$ cat config.mk
export PLATFORM = sky130hd
export DESIGN_NAME = gate_span_counter
export DESIGN_NICKNAME = d
export VERILOG_FILES = /design/src/rtl/gsc_pkg.sv /design/src/rtl/gsc_edge_sync.sv /design/src/rtl/gsc_cascade.sv /design/src/rtl/gsc_capture.sv /design/src/rtl/gate_span_counter.sv
export SDC_FILE = /design/constraint.sdc
export NUM_CORES = 1
export LEC_CHECK = 0
export ABC_AREA = 0
export BUFFER_PORTS_ARGS = -buffer_cell sky130_fd_sc_hd__buf_4
export CORE_MARGIN = 2
export CORE_UTILIZATION = 58
export CTS_BUF_LIST = sky130_fd_sc_hd__clkbuf_4 sky130_fd_sc_hd__clkbuf_8
export CTS_CLUSTER_DIAMETER = 30
export DETAILED_ROUTE_END_ITERATION = 6
export PLACE_DENSITY = 0.8
export SYNTH_ARGS = -nofsm -noshare
export SYNTH_HDL_FRONTEND = slang
export SYNTH_SLANG_ARGS = --single-unit
$ cat constraint.sdc
create_clock -name clk -period 11.14 [get_ports clk]
set_clock_uncertainty 0.05 [all_clocks]
set_input_delay 1.114 -clock clk [delete_from_list [all_inputs] [get_ports clk]]
set_output_delay 1.114 -clock clk [all_outputs]
set_load 0.03 [all_outputs]
$ cat src/rtl/gsc_pkg.sv
`timescale 1ns/1ps
// Package: shared types and constants for the gated span counter.
// Assumes: nothing beyond IEEE 1800-2017.
package gsc_pkg;

    // State of the previous-capture register.
    typedef enum logic {
        PRIME_EMPTY = 1'b0,  // no capture taken since reset
        PRIME_HELD  = 1'b1   // previous capture is valid
    } prime_e;

    // Smallest synchronizer depth that resolves metastability.
    localparam int unsigned MIN_SYNC_STAGES = 2;

endpackage

$ cat src/rtl/gsc_edge_sync.sv
`timescale 1ns/1ps
// Module: gsc_edge_sync
// Brings an asynchronous level into the clk domain and flags each 0-to-1
// transition with a one-cycle pulse.
// Assumes: the input stays at each level for at least one clk period, so
// no transition falls between samples.
module gsc_edge_sync
    import gsc_pkg::*;
#(
    parameter int unsigned STAGES = 2
) (
    input  logic clk,
    input  logic rst_n,
    input  logic level_in,
    output logic rise_out
);

    localparam int unsigned DEPTH = (STAGES < MIN_SYNC_STAGES) ? MIN_SYNC_STAGES : STAGES;

    logic [DEPTH-1:0] chain_q;
    logic             last_q;

    // Shift the raw level through the synchronizer chain.
    always_ff @(posedge clk) begin
        if (!rst_n) begin
            chain_q <= '0;
        end else begin
            chain_q <= {chain_q[DEPTH-2:0], level_in};
        end
    end

    // Keep the previous synchronized level for edge detection.
    always_ff @(posedge clk) begin
        if (!rst_n) begin
            last_q <= 1'b0;
        end else begin
            last_q <= chain_q[DEPTH-1];
        end
    end

    // A rise is a synchronized high that was low one cycle before.
    always_comb begin
        rise_out = chain_q[DEPTH-1] & ~last_q;
    end


    single_rise_chk: assert property (@(posedge clk) disable iff (!rst_n)
        rise_out |=> !rise_out);

endmodule

$ cat src/rtl/gsc_cascade.sv
`timescale 1ns/1ps
// Module: gsc_cascade
// Running counter made of HALVES equal halves of HALF_W bits each. A half
// advances when all halves below it are at their maximum and the count is
// incremented. It is never cleared outside reset. count_nx is the value
// that the count will take after this cycle, carry included, so a capture
// taken from it is always consistent across halves.
// Assumes: inc_in is a single-cycle pulse per counted event.
module gsc_cascade #(
    parameter int unsigned HALF_W = 16,
    parameter int unsigned HALVES = 2
) (
    input  logic                     clk,
    input  logic                     rst_n,
    input  logic                     inc_in,
    output logic [HALF_W*HALVES-1:0] count_nx
);

    localparam int unsigned W = HALF_W * HALVES;
    localparam logic [W-1:0] ONE_W = W'(1);

    logic [HALVES:0]   carry;
    logic [W-1:0]      count_q;

    // The lowest half is advanced by the increment itself.
    always_comb begin
        carry[0] = inc_in;
    end

    for (genvar h = 0; h < HALVES; h++) begin : g_half
        logic [HALF_W-1:0] half_q;
        logic [HALF_W-1:0] half_nx;

        // Next value of this half and carry into the one above.
        always_comb begin
            half_nx      = half_q + {{(HALF_W-1){1'b0}}, carry[h]};
            carry[h + 1] = carry[h] & (&half_q);
        end

        // Hold the half between events; clear only on reset.
        always_ff @(posedge clk) begin
            if (!rst_n) begin
                half_q <= '0;
            end else begin
                half_q <= half_nx;
            end
        end

        // Place this half into the combined views.
        always_comb begin
            count_q[h*HALF_W +: HALF_W]  = half_q;
            count_nx[h*HALF_W +: HALF_W] = half_nx;
        end
    end


    count_step_chk: assert property (@(posedge clk) disable iff (!rst_n)
        inc_in |=> (count_q == W'($past(count_q) + ONE_W)));


    count_hold_chk: assert property (@(posedge clk) disable iff (!rst_n)
        !inc_in |=> $stable(count_q));

endmodule

$ cat src/rtl/gsc_capture.sv
`timescale 1ns/1ps
// Module: gsc_capture
// Latches the running count on each gate edge, takes the modulo difference
// against the previous latch, and handles the ready/acknowledge exchange.
// The first gate edge after reset only fills the previous-capture register.
// Assumes: value_in already includes any increment of the capture cycle.
module gsc_capture
    import gsc_pkg::*;
#(
    parameter int unsigned W = 32
) (
    input  logic         clk,
    input  logic         rst_n,
    input  logic         cap_in,
    input  logic [W-1:0] value_in,
    input  logic         ack_in,
    output logic [W-1:0] span_out,
    output logic         ready_out
);

    prime_e       prime_q;
    logic [W-1:0] prev_q;
    logic [W-1:0] diff;

    // Modulo-2^W distance from the previous capture.
    always_comb begin
        diff = value_in - prev_q;
    end

    // Record every capture as the base of the next span.
    always_ff @(posedge clk) begin
        if (!rst_n) begin
            prev_q  <= '0;
            prime_q <= PRIME_EMPTY;
        end else if (cap_in) begin
            prev_q  <= value_in;
            prime_q <= PRIME_HELD;
        end
    end

    // Publish a span once a previous capture exists.
    always_ff @(posedge clk) begin
        if (!rst_n) begin
            span_out <= '0;
        end else if (cap_in && (prime_q == PRIME_HELD)) begin
            span_out <= diff;
        end
    end

    // Ready is set by a published span and cleared by acknowledge; set wins.
    always_ff @(posedge clk) begin
        if (!rst_n) begin
            ready_out <= 1'b0;
        end else if (cap_in && (prime_q == PRIME_HELD)) begin
            ready_out <= 1'b1;
        end else if (ack_in) begin
            ready_out <= 1'b0;
        end
    end


    first_prime_chk: assert property (@(posedge clk) disable iff (!rst_n)
        (prime_q == PRIME_EMPTY) |=> !ready_out);


    ready_hold_chk: assert property (@(posedge clk) disable iff (!rst_n)
        (ready_out && !ack_in && !cap_in) |=> (ready_out && $stable(span_out)));


    ready_set_chk: assert property (@(posedge clk) disable iff (!rst_n)
        (cap_in && (prime_q == PRIME_HELD)) |=> ready_out);


    ack_clear_chk: assert property (@(posedge clk) disable iff (!rst_n)
        (ack_in && !cap_in) |=> (!ready_out && $stable(span_out)));

endmodule

$ cat src/rtl/gate_span_counter.sv
`timescale 1ns/1ps
// Module: gate_span_counter (top)
// Counts rising edges of sig_in in a running cascaded counter and reports
// the count between successive rising edges of gate_in.
// Assumes: sig_in and gate_in each hold every level for at least one clk
// period; the host divides span_out by the gate period.
module gate_span_counter #(
    parameter int unsigned HALF_W      = 16,
    parameter int unsigned HALVES      = 2,
    parameter int unsigned SYNC_STAGES = 2
) (
    input  logic                     clk,
    input  logic                     rst_n,
    input  logic                     sig_in,
    input  logic                     gate_in,
    input  logic                     ack_in,
    output logic [HALF_W*HALVES-1:0] span_out,
    output logic                     ready_out
);

    localparam int unsigned W = HALF_W * HALVES;

    logic         sig_rise;
    logic         gate_rise;
    logic [W-1:0] count_nx;

    // Equal-depth synchronizers keep sig and gate events in pin order.
    gsc_edge_sync #(.STAGES(SYNC_STAGES)) i_sig_sync (
        .clk      (clk),
        .rst_n    (rst_n),
        .level_in (sig_in),
        .rise_out (sig_rise)
    );

    gsc_edge_sync #(.STAGES(SYNC_STAGES)) i_gate_sync (
        .clk      (clk),
        .rst_n    (rst_n),
        .level_in (gate_in),
        .rise_out (gate_rise)
    );

    gsc_cascade #(.HALF_W(HALF_W), .HALVES(HALVES)) i_cascade (
        .clk      (clk),
        .rst_n    (rst_n),
        .inc_in   (sig_rise),
        .count_nx (count_nx)
    );

    gsc_capture #(.W(W)) i_capture (
        .clk       (clk),
        .rst_n     (rst_n),
        .cap_in    (gate_rise),
        .value_in  (count_nx),
        .ack_in    (ack_in),
        .span_out  (span_out),
        .ready_out (ready_out)
    );


    reset_idle_chk: assert property (@(posedge clk)
        !rst_n |=> (!ready_out && (span_out == '0)));

endmodule

* Yosys cells after proc, flatten, opt, wreduce, memory -nomap -nowiden
Cells that the tools add are included.
Widths: inputs -> output; s select.
** Storage, ports and cells
- Flip-flop bits (word level) :: 104
- Input bits :: 5
** Operators by class
- Bitwise gates (word level) :: 5
- Reductions and logical operators :: 3
- Add/subtract/negate cells :: 3
- Mux-type cells :: 2
** Operators with widths (number)
- $add 16x1->16 :: 2
- $sub 32x32->32 :: 1
- $reduce_and 16->1 :: 1
- $and 1x1->1 :: 3
- $mux 1 :: 2
- $not 1->1 :: 2
- $reduce_bool 2->1 :: 1
- $logic_and 1x1->1 :: 1

* Depth between registers and ports, before layout
Gate-level depths: netlist of the first run.
- Depth after elaboration :: 5
- Mapped depth :: 19

* By module
From an unflattened synthesis of the first run, not the netlist that was laid out.
** Second synthesis, totals
- Cell total of the unflattened synthesis :: 723
- Area, all modules :: 6143.4 µm²
** By module, submodules not included
- gsc_capture :: cells an instance 516, area an instance 4190.3 µm², times used 1, seq. area each 1321.3 µm²
- gsc_cascade :: cells an instance 193, area an instance 1767.9 µm², times used 1, seq. area each 640.6 µm²
- gsc_edge_sync :: cells an instance 7, area an instance 92.6 µm², times used 2, seq. area each 60.1 µm²

* Least setup slack after synthesis of the first run
No wires, ideal clock.
- Path kind :: reg2reg
- Start point :: register i_cascade.g_half[0].half_q[9]
- End point :: register i_capture.span_out[27]
- Setup slack :: 7.559 ns
- Stages on the path, launching flop included :: 17
- Buffers on the path :: 0
- Arrival time :: 3.404 ns
- Cells stage by stage :: dfxtp_1 -> and3_1 -> nand4_1 -> nor4_1 -> ha_1 -> ha_1 -> nand2_1 -> nor2_1 -> nand3_1 -> xor2_1 -> inv_1 -> ha_1 -> nand4_1 -> nor3_1 -> o21ai_1 -> and4_1 -> or3_1
** Between the ends
- Word-level cells in the longest chain between the ends :: 4
** Ends and longest elaborated chain
- start: declaration :: RTL line gsc_cascade.sv:31 : logic [HALF_W-1:0] half_q;
- start signal: assignment :: RTL line gsc_cascade.sv:45 : half_q <= half_nx;
- $reduce_and 16->1 :: RTL line gsc_cascade.sv:37 : carry[h + 1] = carry[h] & (&half_q);
- $and 1x1->1 :: RTL line gsc_cascade.sv:37
- $add 16x1->16 :: RTL line gsc_cascade.sv:36 : half_nx = half_q + {{(HALF_W-1){1'b0}}, carry[h]};
- net count_nx[26] :: RTL line gate_span_counter.sv:25 : logic [W-1:0] count_nx;
- $sub 32x32->32 :: RTL line gsc_capture.sv:27 : diff = value_in - prev_q;
- end signal: assignment :: RTL line gsc_capture.sv:46 : span_out <= diff;
- end: declaration :: RTL line gsc_capture.sv:17 : output logic [W-1:0] span_out,
The timed path passes the listed nets, and every way through them passes these cells.
A chain may end at the register's enable or synchronous reset.

* Worst setup path in the final report of the first run
- Start point :: register i_cascade.g_half[0].half_q[9]
- End point :: register i_capture.span_out[31]
Same word-level chain as after synthesis.

==> results of run 1 <==
## worst max-delay path, stage by stage (launching register included)
cell	delay (ps)
dfxtp_1	400
and3_1	250
nand4_1	140
nor4_1	310
ha_1	230
ha_1	220
nand2_1	130
nor2_1	230
nand3_1	140
xor2_1	240
inv_1	80
ha_1	370
nand4_1	170
inv_1	70
a221oi_2	350
o211ai_1	130
a211oi_1	290
xnor2_1	150
a21oi_1	80
## cells in the final DEF, fill, tap and decap left out, drive strengths merged, types with 3 or more instances in the layout
cell / synthesis / routed
a21o: 9 / 9
o2111ai: 4 / 4
xnor2: 29 / 29
a211oi: 36 / 36
o21a: 7 / 7
ha: 35 / 35
nand2: 80 / 80
clkbuf: 22 / 9
nand3: 22 / 22
and2: 14 / 14
o21ai: 33 / 33
nor4: 3 / 3
nand2b: 5 / 5
and3: 3 / 3
o211ai: 6 / 6
dfxtp: 104 / 104
a21oi: 54 / 54
nor2: 95 / 95
xor2: 22 / 22
nand4: 15 / 15
nor3: 15 / 15
nor2b: 4 / 4
buf: 11 / 40
inv: 66 / 69
o31ai: 3 / 3
o21bai: 4 / 4
## stage by stage
stage	setup WS (ps)	hold WS [ps]	power, mW	cells
3_5_place_dp	6980	369	0.505	870
3_3_place_gp	7160	375	0.504	870
6_report	7000	398	0.739	885
5_1_grt	6440	423	0.771	885
2_1_floorplan	7560	362	0.481	732
4_1_cts	6990	403	0.741	885
## area by class of cell
class	count	area (um2)	share of cell area
repair buffers	40	300	0.0479
flip-flops and latches	104	2080	0.332
clock buffers	9	124	0.0198
clock inverters	6	67.6	0.0108
multi-input cells	526	3270	0.522
well taps	133	166	0.0266
inverters	67	251	0.0402
## metal layers
| layer | track usage | vias up | wire (um) |
|---|---|---|---|
| met2 | 0.373 | 166 | 5560 |
| met5 | 0 | - | 0 |
| met1 | 0.368 | 2245 | 6550 |
| met4 | 0.0898 | 0 | 215 |
| met3 | 0.0516 | 17 | 947 |
| li1 | - | 2528 | - |
## worst paths after layout
check                                 from                      to  slack (ps)
max          i_cascade.g_half[0].half_q[9]  i_capture.span_out[31]        7000
min                 i_capture.span_out[16]  i_capture.span_out[16]         400
min reg2reg         i_capture.span_out[16]  i_capture.span_out[16]         400
max reg2reg  i_cascade.g_half[0].half_q[9]  i_capture.span_out[31]        7000
## sequential cells by signal (all words and copies together), names as in the netlist
signal,cells
i_capture.prev_q,32
i_capture.prime_q,1
i_capture.ready_out,1
i_capture.span_out,32
i_cascade.g_half.half_q,32
i_gate_sync.chain_q,2
i_gate_sync.last_q,1
i_sig_sync.chain_q,2
i_sig_sync.last_q,1
## report_power, final
part           switching (mW)  internal (mW)  total, mW  leakage (nW)
logic                  0.0701         0.0456      0.116          1.81
clock network           0.136          0.104      0.240        0.0921
registers             0.00373          0.379      0.383         0.842
total                   0.210          0.529      0.739          2.75
## logic make-up after synthesis
logic type | Yosys count | synth area share
adder cells (fa/ha/maj) | 36 | 0.0795
buffers and inverters | 102 | 0.0717
AO/OA/AOI/OAI | 169 | 0.193
AND/OR/NAND/NOR | 268 | 0.213
XOR/XNOR | 51 | 0.0776
multiplexers | 2 | 0.00348
flip-flops | 104 | 0.362
## synthesized netlist by cell type, types with 3 or more instances
cell       instances  area share
and2_1            14       0.015
nand4_1           15       0.016
nand2b_1           5      0.0054
and3_1             3      0.0033
nor2b_1            4      0.0043
a21o_1             8       0.010
a21oi_1           52       0.045
xor2_1            22       0.033
o211ai_1           5      0.0065
nand3_1           22       0.019
o21bai_1           4      0.0052
ha_1              35       0.076
o21ai_0           22       0.019
inv_1             66       0.043
nand2_1           79       0.051
buf_2              4      0.0035
nor2_1            95       0.062
dfxtp_1          104        0.36
xnor2_1           29       0.044
buf_1              5      0.0033
o21a_1             7      0.0091
clkbuf_1          22       0.014
nor3_1            15       0.013
o31ai_1            3      0.0039
o2111ai_1          3      0.0046
o21ai_1            9      0.0078
a211oi_1          35       0.046
==> flow_metrics.tcl, run 1 <==
set metrics [dict create \
    outcome "finished clean" \
    critPathLaunchType "flip-flop" \
    slew_viol_final 0 \
    slew-limit-headroom 0.405 \
    grt_pass1_vias 4618 \
    cts_tree "yes" \
    cts-root-buf "clkbuf_8" \
    antenna_found_initial 0 \
    drtPass1Iterations 5 \
    synth_edf_count 0 \
    antenna_cells 0 \
    grt_usage 0.253 \
    synth-seq-area-share 0.362 \
    ir_drop_mv 0.0818 \
    cp_max_fo 6 \
    synth-seq-cells 104 \
    fin_util 0.647 \
    worstSetupPathType "flip-flop to flip-flop" \
    wire_per_inst_um 15.0 \
    rows 36 \
    die_area_um2 10700 \
    synth_nets 773 \
    htree_levels 3 \
    gp_congestion 0.939 \
    worstSetupEndpointType "flip-flop" \
    stdcell_area_um2 6260 \
    nFillCells 840 \
    tightest_slew_ps 890 \
    design.core.area_um2 9680 \
    num_vias 4956 \
    rsz0062_at_grt "no" \
    clock.fmax_mhz 242 \
    synthCells 732 \
    synthArstFlopShare 0 \
    min_period_ps 4140 \
    layout-drive-gt1-share 0.0957 \
    ys_types 63 \
    area.growth.synth_to_final_pct 8.76 \
    grt_pass1_wl_um 22400 \
    antenna_left 0 \
    die_w_um 104 \
    start_util 0.595 \
    numCtsBuffers 9 \
    grt-ovfl-total 0 \
    drc_errors 0 \
    drtIter0Drc 327 \
    grt_max_degree 80 \
    portBuffers 37 \
    post-route-period-util 0.372 \
    clk_pin_slew_worst_paths_ps 100 \
    yosys_warnings 0 \
    ys.flop_type "dfxtp_1" \
    r2r_cells 18 \
    clockBufferDepth 2 \
    dp_hpwl_um 9880 \
    whs_path_depth 2 \
    clock_latency_ps 370 \
    postCtsSetupBuffers 0 \
    power.static_leakage_nw 2.75 \
    vias_per_cell 5.60 \
    powerDensity_nw_per_um2 118 \
    setup_tns_ps 0 \
    max_cap_violations 0 \
    setup_viol 0 \
    finalHoldViolCount 0 \
    postSynthAreaPerCell_um2 7.87 \
    synth_area_um2 5760 \
    final_nets 789 \
    hold_class "flip-flop to flip-flop" \
    die_h_um 104 \
    drt-total-wl_um 13300 \
    crit_arrival_ps 4350 \
    ctsHoldBuffers 0 \
    cts-resized-gates 0 \
    ios 38 \
    placed_cell_area_um2 6070 \
    cts_sinks 104 \
    required_ps 11350 \
]
Note: power is estimated with default switching activity, not from simulation.
==> run 2: changes to the inputs <==
Settings changed: ABC_AREA 0 to 1, PLACE_DENSITY 0.8 to 0.79.
Clock period 11.14 ns to 4.1 ns, I/O delays scaled along.
==> flow_metrics.tcl, run 2 <==
set metrics [dict create \
    synthAdderAreaFrac 0.0687 \
    synth_top_cell_by_area "dfxtp_1" \
    slew-limit-headroom 0.491 \
    clk_pin_slew_worst_paths_ps 100 \
    layout-drive-gt1-share 0.104 \
    grt_pass1_vias 5495 \
    vias_per_cell 4.91 \
    antenna_cells 0 \
    final_nets 1117 \
    synth_compound_area_frac 0.124 \
    ir_drop_mv 0.149 \
    power.static_leakage_nw 4.12 \
    drc_errors 0 \
    cts_tree "yes" \
    gp_congestion 0.961 \
    drtIter0Drc 463 \
    htree_levels 3 \
    slew_viol_final 0 \
    powerDensity_nw_per_um2 280 \
    finalHoldViolCount 0 \
    cp_max_fo 5 \
    synth-seq-area-share 0.312 \
    synth_edf_count 0 \
    cts_sinks 104 \
    reg2reg_slack_ps 400 \
    max_cap_violations 0 \
    worstSetupPathType "flip-flop to flip-flop" \
    synthArstFlopShare 0 \
    synth_xor_area_frac 0.0379 \
    nFillCells 1070 \
    yosysTopAreaCellShare 0.312 \
    setup_tns_ps 0 \
    design.core.area_um2 11300 \
    tightest_slew_ps 762 \
    clock.fmax_mhz 270 \
    drt-total-wl_um 14300 \
    numCtsBuffers 9 \
    die_area_um2 12400 \
    largestRegisters "i_capture.prev_q: 32 flops, i_capture.span_out: 32 flops, i_cascade.g_half.half_q: 32 flops" \
    final_cells 1224 \
    hold_class "input port to flip-flop" \
    ios 38 \
    synthCells 1048 \
    min_period_ps 3700 \
    wire_per_inst_um 11.7 \
    dp_hpwl_um 11000 \
    portBuffers 37 \
    yosys-mux-area-fraction 0 \
    clock_latency_ps 390 \
    max_stage_delay_ps 390 \
    final_cell_mix "265 x nand2_1, 240 x inv_1, 104 x dfxtp_1" \
    cts-resized-gates 0 \
    ys.flop_type "dfxtp_1" \
    outcome "finished clean" \
    cp_common_cell "nand2_2" \
    dpl.cell_count 1208 \
    grt_max_degree 61 \
    critPathLaunchType "flip-flop" \
    yosys.area_share.simple 0.301 \
    synth-seq-cells 104 \
    setup_viol 0 \
    cp_slowest_cell "dfxtp_1" \
    synth_nets 1089 \
    cts-root-buf "clkbuf_8" \
    die_h_um 111 \
    antenna_left 0 \
    num_vias 6013 \
    ys_top_cells_by_area "dfxtp_1 31%, nand2_1 15%, inv_1 14%" \
    rows 39 \
    place_ws_ps 291 \
    setup_slack_ps 401 \
    crit_arrival_ps 3930 \
    synth_area_um2 6670 \
    crit_chain "nand2_2 -> inv_2 -> nand2_2 -> nor4_2 -> ha_1 -> ha_1 -> nand2_2 -> inv_2 -> nand2_1 -> nor2_2 -> nand3_2 -> nor2_2 -> nand2_2 -> xnor2_2 -> ha_1 -> a21oi_1 -> nand2_1 -> o21bai_1 -> a21oi_1 -> a21oi_1 -> nor2_1 -> nor2_1" \
    grt_usage 0.245 \
    mostFrequentLayoutCell "nand2_1" \
    antenna_found_initial 0 \
    synth_most_common_cell "nand2_1" \
    grt_pass1_wl_um 25200 \
    netlist_top_cells_count "265 x nand2_1, 240 x inv_1, 104 x dfxtp_1" \
    required_ps 4330 \
    die_w_um 111 \
    post-route-period-util 0.902 \
    grt-ovfl-total 0 \
    postSynthAreaPerCell_um2 6.36 \
    start_util 0.589 \
    ys_types 42 \
    worstSetupEndpointType "flip-flop" \
    synth_top_family_by_area "simple AND/OR/NAND/NOR gates" \
    postCtsSetupBuffers 0 \
    yosys_warnings 0 \
    drtPass1Iterations 5 \
    clockBufferDepth 2 \
    area.growth.synth_to_final_pct 8.85 \
    ctsHoldBuffers 0 \
]
==> run 2: kinds of logic (layout without fill, tap and decap cells) <==
family / Yosys count / in the layout
AND/OR/NAND/NOR: 462 / 462
XOR/XNOR: 28 / 28
buffers and inverters: 272 / 305
AO/OA/AOI/OAI: 146 / 146
flip-flops: 104 / 104
adder cells (fa/ha/maj): 36 / 36
==> run 2: path summary, 6_finish.rpt <==
path | from | end | cells past startpoint
setup / recovery | i_cascade.g_half[0].half_q[2] | i_capture.span_out[27] | 22
hold / removal | sig_in | i_sig_sync.chain_q[0] | 3
setup reg to reg | i_cascade.g_half[0].half_q[2] | i_capture.span_out[27] | 22
hold reg to reg | i_gate_sync.chain_q[0] | i_gate_sync.chain_q[1] | 2
==> run 2: report_power, final <==
group	switching, mW	leakage (nW)	total, mW	internal (mW)
logic	0.246	3.18	0.362	0.116
registers	0.00861	0.843	1.04	1.03
clock network	0.367	0.0970	0.634	0.267
total	0.622	4.12	2.04	1.41
==> run 2: cell type report <==
| class | instances | area [um2] | share of cell area |
|---|---|---|---|
| repair buffers | 40 | 300 | 0.0414 |
| flip-flops and latches | 104 | 2080 | 0.287 |
| multi-input cells | 672 | 3570 | 0.492 |
| clock inverters | 4 | 33.8 | 0.00465 |
| clock buffers | 12 | 159 | 0.0219 |
| inverters | 249 | 935 | 0.129 |
| well taps | 143 | 179 | 0.0246 |
==> run 2: metal layers <==
layer / track usage / share of wire / up-vias / routed length (um)
li1: - / - / 3233 / -
met1: 0.351 / 0.50 / 2597 / 7130
met2: 0.375 / 0.42 / 156 / 6020
met3: 0.0273 / 0.054 / 27 / 771
met4: 0.103 / 0.028 / 0 / 401
met5: 0 / 0 / - / 0
==> run 2: through the flow <==
| stage | area (um2) | hold WS [ps] | utilization | total power, mW |
|---|---|---|---|---|
| 6_report | 7260 | 145 | 0.641 | 2.04 |
| 5_1_grt | 7260 | 169 | 0.641 | 2.15 |
| 4_1_cts | 7240 | 132 | 0.640 | 2.05 |
| 3_5_place_dp | 7050 | 351 | 0.623 | 1.42 |
| 3_3_place_gp | 7050 | 341 | 0.623 | 1.41 |
| 2_1_floorplan | 6670 | 340 | - | 1.34 |
==> run 2: worst max-delay path, delay by kind of cell, from the launching register on <==
kind	cells	cell delay [ps]
adders and majority gates	3	750
AOI/OAI and AO/OA	4	700
buffers and inverters	2	130
DFF	1	390
and+or+nand+nor	12	1370
xor gates and xnor gates	1	200
==> run 3: changes to the inputs <==
Settings changed: CELL_PAD_IN_SITES_DETAIL_PLACEMENT set to 0, CELL_PAD_IN_SITES_GLOBAL_PLACEMENT set to 1, CORE_UTILIZATION 58 to 45, PLACE_DENSITY 0.79 to 0.85.
==> flow_metrics.tcl, run 3 (same netlist as run 2, synthesis figures left out) <==
set metrics [dict create \
    start_util 0.459 \
    grt_max_degree 61 \
    ios 38 \
    final_nets 1117 \
    layout-drive-gt1-share 0.107 \
    r2r_end "i_capture.span_out[31]" \
    grt_pass1_vias 5393 \
    cts-root-buf "clkbuf_8" \
    hold_start "gate_in" \
    clock_latency_ps 390 \
    finalHoldViolCount 0 \
    reg2reg_slack_ps 450 \
    gp_congestion 0.881 \
    cts_tree "yes" \
    vias_per_cell 4.62 \
    rsz0062_at_grt "yes" \
    grt_pass1_wl_um 26500 \
    p_switching_mw 0.659 \
    placed_cell_area_um2 7100 \
    max_stage_delay_ps 380 \
    final_cell_mix "263 x nand2_1, 240 x inv_1, 104 x dfxtp_1" \
    num_vias 5839 \
    powerDensity_nw_per_um2 287 \
    die_h_um 126 \
    cp.depth 26 \
    hold_class "input port to flip-flop" \
    swShare 0.313 \
    design.core.area_um2 14500 \
    drc_errors 0 \
    die_area_um2 15800 \
    area.growth.synth_to_final_pct 10.0 \
    cts-resized-gates 0 \
    worstSetupPathType "flip-flop to flip-flop" \
    clockBufferDepth 2 \
    r2r_start "i_cascade.g_half[0].half_q[4]" \
    critPathLaunchType "flip-flop" \
    mostFrequentLayoutCell "nand2_1" \
    cp_num_buf_inv 4 \
    required_ps 4350 \
    outcome "finished clean" \
    die_w_um 126 \
    crit_arrival_ps 3900 \
    fin_hold_ws_ps 136 \
    grt-ovfl-total 0 \
    stdcell_area_um2 7340 \
    cp_top_family "simple AND/OR/NAND/NOR gates" \
    whs_path_depth 3 \
    antenna_cells 0 \
    drt-total-wl_um 15400 \
    worstSetupEndpointType "flip-flop" \
    rows 44 \
    htree_levels 3 \
    dp_hpwl_um 11800 \
    slew-limit-headroom 0.468 \
    post-route-period-util 0.890 \
    cp_slowest_cell "dfxtp_1" \
    slew_viol_final 0 \
    ir_drop_mv 0.176 \
    power.static_leakage_nw 4.13 \
    cp_max_fo 6 \
    clock.fmax_mhz 274 \
    antenna_left 0 \
    postCtsSetupBuffers 0 \
    combinationalPowerShare 0.174 \
    min_period_ps 3650 \
    r2r_cells 26 \
    nFillCells 1547 \
    clk_pin_slew_worst_paths_ps 110 \
    crit_start "i_cascade.g_half[0].half_q[4]" \
    setup_viol 0 \
    drtPass1Iterations 5 \
    endpoint "i_capture.span_out[31]" \
    clockPowerShare 0.331 \
    max_cap_violations 0 \
    portBuffers 37 \
    numCtsBuffers 9 \
    antenna_found_initial 0 \
    cts_sinks 104 \
    wire_per_inst_um 12.2 \
    ctsHoldBuffers 0 \
    tightest_slew_ps 796 \
    drtIter0Drc 355 \
    internal-power_mw 1.45 \
    cp_common_cell "nand2_1" \
    largestRegisters "i_capture.prev_q: 32 flops, i_capture.span_out: 32 flops, i_cascade.g_half.half_q: 32 flops" \
    grt_usage 0.205 \
    power_frac_seq 0.494 \
]
run 3: cell types whose count changed in the layout (fill, tap and decap cells not counted), sizes merged:
cell / previous run / this run
bufinv: 0 / 1
clkinvlp: 1 / 0
clkinv: 1 / 2
inv: 251 / 252
clkbuf: 12 / 10
run 3: metrics by stage:
stage | utilization | std cells | worst slack [ps] | power (mW) | setup TNS, ps
after CTS | 0.503 | 1265 | 279 | 2.13 | 0
after global routing | 0.505 | 1265 | -15.4 | 2.22 | -26.3
final | 0.505 | 1265 | 452 | 2.11 | 0
after floorplan | - | 1048 | 870 | 1.34 | 0
after detailed placement | 0.489 | 1249 | 314 | 1.43 | 0
after global placement | 0.489 | 1249 | 424 | 1.43 | 0
run 3: how the worst min path moves through the flow:
stage,to,slack [ps]
finish,i_gate_sync.chain_q[0],140
global route,i_gate_sync.chain_q[0],140
CTS,i_gate_sync.chain_q[0],120
detailed placement,i_sig_sync.chain_q[1],350
global placement,i_sig_sync.chain_q[1],340
floorplan,i_gate_sync.chain_q[1],340
run 3: power by group through the flow:
stage	Clock, mW	Combinational [mW]	Sequential, mW
after floorplan	0	0.268	1.07
after global placement	0	0.363	1.06
after detailed placement	0	0.363	1.06
after CTS	0.719	0.366	1.04
after global routing	0.752	0.423	1.04
final	0.698	0.367	1.04
run 3: worst register-to-register path, delay by kind of cell (launching register included):
kind	cells	cell delay, ps
AO/OA/AOI/OAI	2	210
XOR/XNOR	1	200
adder cells (fa/ha/maj)	3	770
buffers and inverters	4	250
flip-flops	1	380
AND/OR/NAND/NOR	16	1700
run 3: area by class of cell:
class | count | area (um2) | share of cell area
Multi-Input combinational cell | 672 | 3590 | 0.489
Sequential cell | 104 | 2080 | 0.284
Inverter | 249 | 935 | 0.127
Timing Repair Buffer | 40 | 300 | 0.0409
Tap cell | 184 | 230 | 0.0314
Clock buffer | 10 | 131 | 0.0179
Clock inverter | 6 | 72.6 | 0.00989
run 3: metal layers:
layer / part of all wire / up-vias / GRT usage
li1: - / 3221 / -
met1: 0.55 / 2523 / 0.313
met2: 0.41 / 84 / 0.302
met3: 0.033 / 11 / 0.0234
met4: 0.013 / 0 / 0.0601
met5: 0 / - / 0
